<file path="src/rtl/kbd_port_regs.sv">
module kbd_port_regs #(
  parameter int LED_W = 3
) (
  input  logic             clk,
  input  logic             rst_n,
  input  logic             host_sel,
  input  logic             host_wr,
  input  logic             host_rd,
  input  logic [7:0]       host_wdata,
  output logic [7:0]       host_rdata,
  input  logic [7:0]       key_code,
  input  logic             key_valid,
  output logic [LED_W-1:0] led_out
);
  localparam logic [7:0] CMD_TEST  = 8'hAA;
  localparam logic [7:0] CMD_KBON  = 8'hAE;
  localparam logic [7:0] CMD_LEDS  = 8'hED;
  localparam logic [7:0] TEST_OK   = 8'h55;

  logic [7:0]       obuf;
  logic             obs, ibs, sysf, kb_en, led_pend;
  logic [LED_W-1:0] led_q;

  wire cmd_wr   = host_wr & host_sel;
  wire data_wr  = host_wr & ~host_sel;
  wire data_rd  = host_rd & ~host_sel;
  wire do_test  = cmd_wr & (host_wdata == CMD_TEST);
  wire take_key = key_valid & kb_en & ~obs;

  always_ff @(posedge clk) begin
    if (!rst_n) begin
      obuf     <= '0;
      obs      <= 1'b0;
      ibs      <= 1'b0;
      sysf     <= 1'b0;
      kb_en    <= 1'b0;
      led_pend <= 1'b0;
      led_q    <= '0;
    end else begin
      ibs <= host_wr;
      if (do_test) begin
        obuf <= TEST_OK;
        obs  <= 1'b1;
        sysf <= 1'b1;
      end else if (take_key) begin
        obuf <= key_code;
        obs  <= 1'b1;
      end else if (data_rd) begin
        obs  <= 1'b0;
      end
      if (cmd_wr && host_wdata == CMD_KBON) kb_en <= 1'b1;
      if (cmd_wr) led_pend <= (host_wdata == CMD_LEDS);
      else if (data_wr && led_pend) begin
        led_q    <= host_wdata[LED_W-1:0];
        led_pend <= 1'b0;
      end
    end
  end

  assign host_rdata = host_sel ? {5'b0, sysf, ibs, obs} : obuf;
  assign led_out    = led_q;
endmodule


</file>
<file path="config.mk">
export PLATFORM = sky130hd
export DESIGN_NAME = kbd_port_regs
export DESIGN_NICKNAME = d
export VERILOG_FILES = /design/src/rtl/kbd_port_regs.sv
export SDC_FILE = /design/constraint.sdc
export NUM_CORES = 1
export LEC_CHECK = 0
export ABC_AREA = 1
export ABC_CLOCK_PERIOD_IN_PS = 2100
export BUFFER_PORTS_ARGS = -buffer_cell sky130_fd_sc_hd__buf_2
export CELL_PAD_IN_SITES_DETAIL_PLACEMENT = 1
export CELL_PAD_IN_SITES_GLOBAL_PLACEMENT = 1
export CORE_UTILIZATION = 32
export DETAILED_ROUTE_END_ITERATION = 6
export PLACE_DENSITY_LB_ADDON = 0.15
export SYNTH_ARGS = -nofsm -noshare
export SYNTH_HDL_FRONTEND = slang
export SYNTH_SLANG_ARGS = --single-unit
</file>
<file path="constraint.sdc">
create_clock -name clk -period 2.1 [get_ports clk]
set_input_delay 0.315 -clock clk [delete_from_list [all_inputs] [get_ports clk]]
set_output_delay 0.315 -clock clk [all_outputs]
set_load 0.005 [all_outputs]
</file>
; ---- Yosys cells after proc, flatten, opt, wreduce, memory -nomap -nowiden
; Cells that the tools add are included.
[totals]
ff_bits = 16
latchBits = 0
ramBits = 0
romBits = 0
in_bits = 22
output_inout_bits = 11
word_cells = 36
n_memories = 0
[classes]
add_sub_neg = 0
n_mul = 0
div_mod_pow = 0
n_lt_le_gt_ge = 0
eq_ne = 3
shift = 0
mux = 8
bitwise_logic = 10
reduce_logical = 7
[op_table]
columns = cell, count
row1 = == test 8 bit (second input constant), 3
row2 = 2-to-1 mux 7 bit, 2
row3 = 2-to-1 mux 8 bit, 1
row4 = AND 1 bit, 6
row5 = 2-to-1 mux 1 bit, 5
row6 = inverter 1 bit, 4
row7 = nonzero test 2 bit, 2
row8 = nonzero test 3 bit, 1
row9 = logical AND 1 bit, 2
row10 = AND reduction 2 bit, 1
row11 = OR reduction 2 bit, 1

; ---- Longest topological paths before layout
[logic_depth]
depth_word = 5
ltp_mapped = 7
depth_no_buf = 6

; ---- Worst setup path after synthesis
; OpenSTA, ideal clock, no wires.
[synth_path]
kind = input to output
start = in host_sel
end = out host_rdata[0]
t_arrival_ps = 658
required_time_ps = 1785
path_slack_ps = 1127
stages = 2
n_path_buf = 1
path_cell_list = buf_2 -> o21ai_0
[synth_between]
elab_chain_cells = 1
[synth_rtl]
columns = item, line
row1 = "start, declared", 6  ; input logic host_sel,
row2 = 2-to-1 mux 8 bit, 60  ; assign host_rdata = host_sel ? {5'b0, sysf, ibs, obs} : obuf;
row3 = "end, declared", 10  ; output logic [7:0] host_rdata,
; Every way passes these cells.

; ---- Worst setup path after layout
[layout_path]
start = reg obs
end = out host_rdata[0]
[layout_between]
elab_chain_cells = 1
[layout_rtl]
columns = item, line
row1 = "start, declared", 21  ; logic obs, ibs, sysf, kb_en, led_pend;
row2 = "start signal, assigned", 33  ; obs <= 1'b0;
row3 = "start signal, assigned", 43  ; obs <= 1'b1;
row4 = "start signal, assigned", 47  ; obs <= 1'b1;
row5 = 2-to-1 mux 8 bit, 60
; Every way passes these cells.

==> impl_metrics.json <==
{
  "status": "finished, final reports clean",
  "layout_common_cells": "nand2_1 (36), buf_2 (32), inv_1 (27)",
  "multi_input_area_um2": 339,
  "yosysSeqAreaShare_pct": 41.2,
  "ys_ff_latch": 16,
  "fin_area_um2": 992,
  "drtIter0Drc": 2,
  "synth_area_leaders": "dfxtp_1 (41%), nand2_1 (17%), inv_1 (13%), nor2_1 (7.7%), a21oi_1 (6.4%)",
  "p_int_mw": 0.430,
  "combinationalPowerShare_pct": 8.5,
  "antenna_cells": 0,
  "final_max_slew_viol_count": 0,
  "grt_max_degree": 14,
  "power.density_nw_per_um2": 550,
  "cts_resized": 0,
  "dieArea_um2": 2630,
  "crit_arrival_ns": 0.94,
  "crit_fanout": 4,
  "wire_per_inst_um": 9.69,
  "cp_num_buf_inv": 1,
  "drc": 0,
  "cp-startpoint": "obs$_SDFFE_PN0P_",
  "final_hold_viol_count": 0,
  "cts-root-buf": "clkbuf_4",
  "io_pins": 33,
  "cts_hold_buf": 0,
  "fill_cells": 320,
  "grt_pass1_vias": 774,
  "ys_warn_count": 0,
  "clk_latency_ns": 0.27,
  "postCtsSetupRepairBufs": 0,
  "synth_nets": 146,
  "syn_to_final_growth_pct": 27.7,
  "fin_crit_sh_pct": 60.0,
  "dp_hpwl_um": 1450,
  "tritoncts": "done",
  "power_frac_clock_pct": 35.7,
  "initial_core_util_pct": 34.5,
  "cts-htree-levels": 1,
  "ff_latch_area_um2": 320,
  "yosysUniqueCellTypes": 13,
  "hp-start": "host_wr",
  "power.switching_mw": 0.116,
  "cp-end-kind": "primary output",
  "crit_type": "register to primary output",
  "max-vdd-ir-drop_mv": 0.255,
  "tns_ns": 0,
  "rsz0062_at_grt": "false",
  "holdWs_ns": 0.262,
  "antenna_found_initial": 0,
  "via_per_inst": 4.41,
  "track_usage_pct": 15.3,
  "place.gp.congestion": 0.751,
  "crit_required_ns": 1.78,
  "synth_area_um2": 777,
  "slowest_stage": "dfxtp_1",
  "place_area_um2": 956,
  "drtAntennaViolNets": 0,
  "cts_buffer_depth": 2,
  "rows": 17,
  "final_common_cell": "nand2_1",
  "fmax_ghz": 0.794,
  "die_h_um": 51.3,
  "seqPwrFrac_pct": 55.8,
  "vias": 821,
  "leakage_nw": 0.514,
  "max-slew-margin-rel_pct": 70.8,
  "grt-ovfl-total": 0,
  "portBuffers": 32,
  "nNetsFinal": 181,
  "start_kind": "register",
  "skew_ns": 0.00104,
  "p_sw_share_pct": 21.3,
  "cts_sinks": 16,
  "synth_top_area_share_pct": 41.2,
  "cap_violations": 0,
  "cts.reportedPaths.clkPinSlew_ns": 0.09,
  "p_total_mw": 0.546,
  "crit_chain": "nand2_1, o21ai_0, buf_2",
  "core_area_um2": 2250,
  "drive_gt1_share_pct": 25.3,
  "finalSetupViolCount": 0,
  "synth_top_cell_by_area": "dfxtp_1",
  "critPathMaxStageDelay_ns": 0.40,
  "r2r_start": "kb_en$_SDFFE_PN0P_",
  "dieWidth_um": 51.3,
  "hp-class": "input pin to register",
  "wl_um": 1800,
  "first_pass_iters": 4,
  "grt_pass1_wl_um": 3060,
  "crit_family": "flip-flops",
  "synthCells": 124,
  "cts-buffers-inserted": 3,
  "avgSynthCellArea_um2": 6.27,
  "fin_crit_ns": 1.26,
  "tightest_slew_ns": 0.437
}
-- sequential cells by signal, summed over array words and instances (netlist names) --
| name | flops |
|---|---|
| sysf | 1 |
| ibs | 1 |
| obs | 1 |
| led_out | 3 |
| obuf | 8 |
| led_pend | 1 |
| kb_en | 1 |
-- power by group through the flow --
stage	registers [mW]	clock network [mW]	logic, mW
2_1_floorplan	0.312	0	0.0190
5_1_grt	0.305	0.209	0.0527
3_5_place_dp	0.312	0	0.0472
6_report	0.305	0.195	0.0465
3_3_place_gp	0.312	0	0.0452
4_1_cts	0.305	0.200	0.0473
-- routing by layer --
layer | GRT usage [%] | part of all wire, % | vias to the layer above
met5 | 0 | 0 | -
met2 | 27.4 | 46 | 22
met4 | 4.05 | 0.83 | 0
li1 | - | - | 436
met3 | 2.68 | 5.3 | 2
met1 | 18.5 | 48 | 361
-- worst min-delay path: cells and delay by family --
| kind | cells | cell delay [ns] |
|---|---|---|
| simple gates | 1 | 0.05 |
| buf+inv | 2 | 0.15 |
-- cells in the mapped netlist --
| cell type | instances |
|---|---|
| dfxtp_1 | 16 |
| nand3_1 | 5 |
| nor2_2 | 2 |
| inv_1 | 27 |
| buf_6 | 1 |
| nand3_2 | 1 |
| nor2_1 | 16 |
| o21ai_1 | 2 |
| buf_2 | 1 |
| o21ai_0 | 6 |
| nand2_2 | 1 |
| a21oi_1 | 10 |
| nand2_1 | 36 |
-- per-stage QoR --
| stage | utilization, % | instances | worst slack [ns] |
|---|---|---|---|
| 4_1_cts | 44.0 | 186 | 0.826 |
| 3_3_place_gp | 42.4 | 182 | 0.837 |
| 6_report | 44.0 | 186 | 0.841 |
| 5_1_grt | 44.0 | 186 | 0.758 |
| 2_1_floorplan | - | 124 | 1.13 |
| 3_5_place_dp | 42.4 | 182 | 0.790 |
-- cell families (layout without fill, tap and decap cells) --
family,after synthesis,count (layout),synth area share [%]
simple gates,61,61,32.0
buf+inv,29,63,15.1
flops,16,16,41.2
compound gates,18,18,11.6
-- worst paths after layout --
path	cells past startpoint	to	slack, ns
setup / recovery	3	host_rdata[0]	0.84
hold / removal	3	ibs$_SDFF_PN0_	0.26
setup reg to reg	5	obuf[0]$_SDFFE_PN0P_	0.92
hold reg to reg	2	sysf$_SDFFE_PN0P_	0.48
-- area by class of cell --
cell class / instances / share of cell area, %
Multi-Input combinational cell: 79 / 34.2
Sequential cell: 16 / 32.3
Timing Repair Buffer: 32 / 16.1
Inverter: 27 / 10.2
Clock buffer: 4 / 3.66
Tap cell: 28 / 3.53
Note: power is estimated with default switching activity, not from simulation.
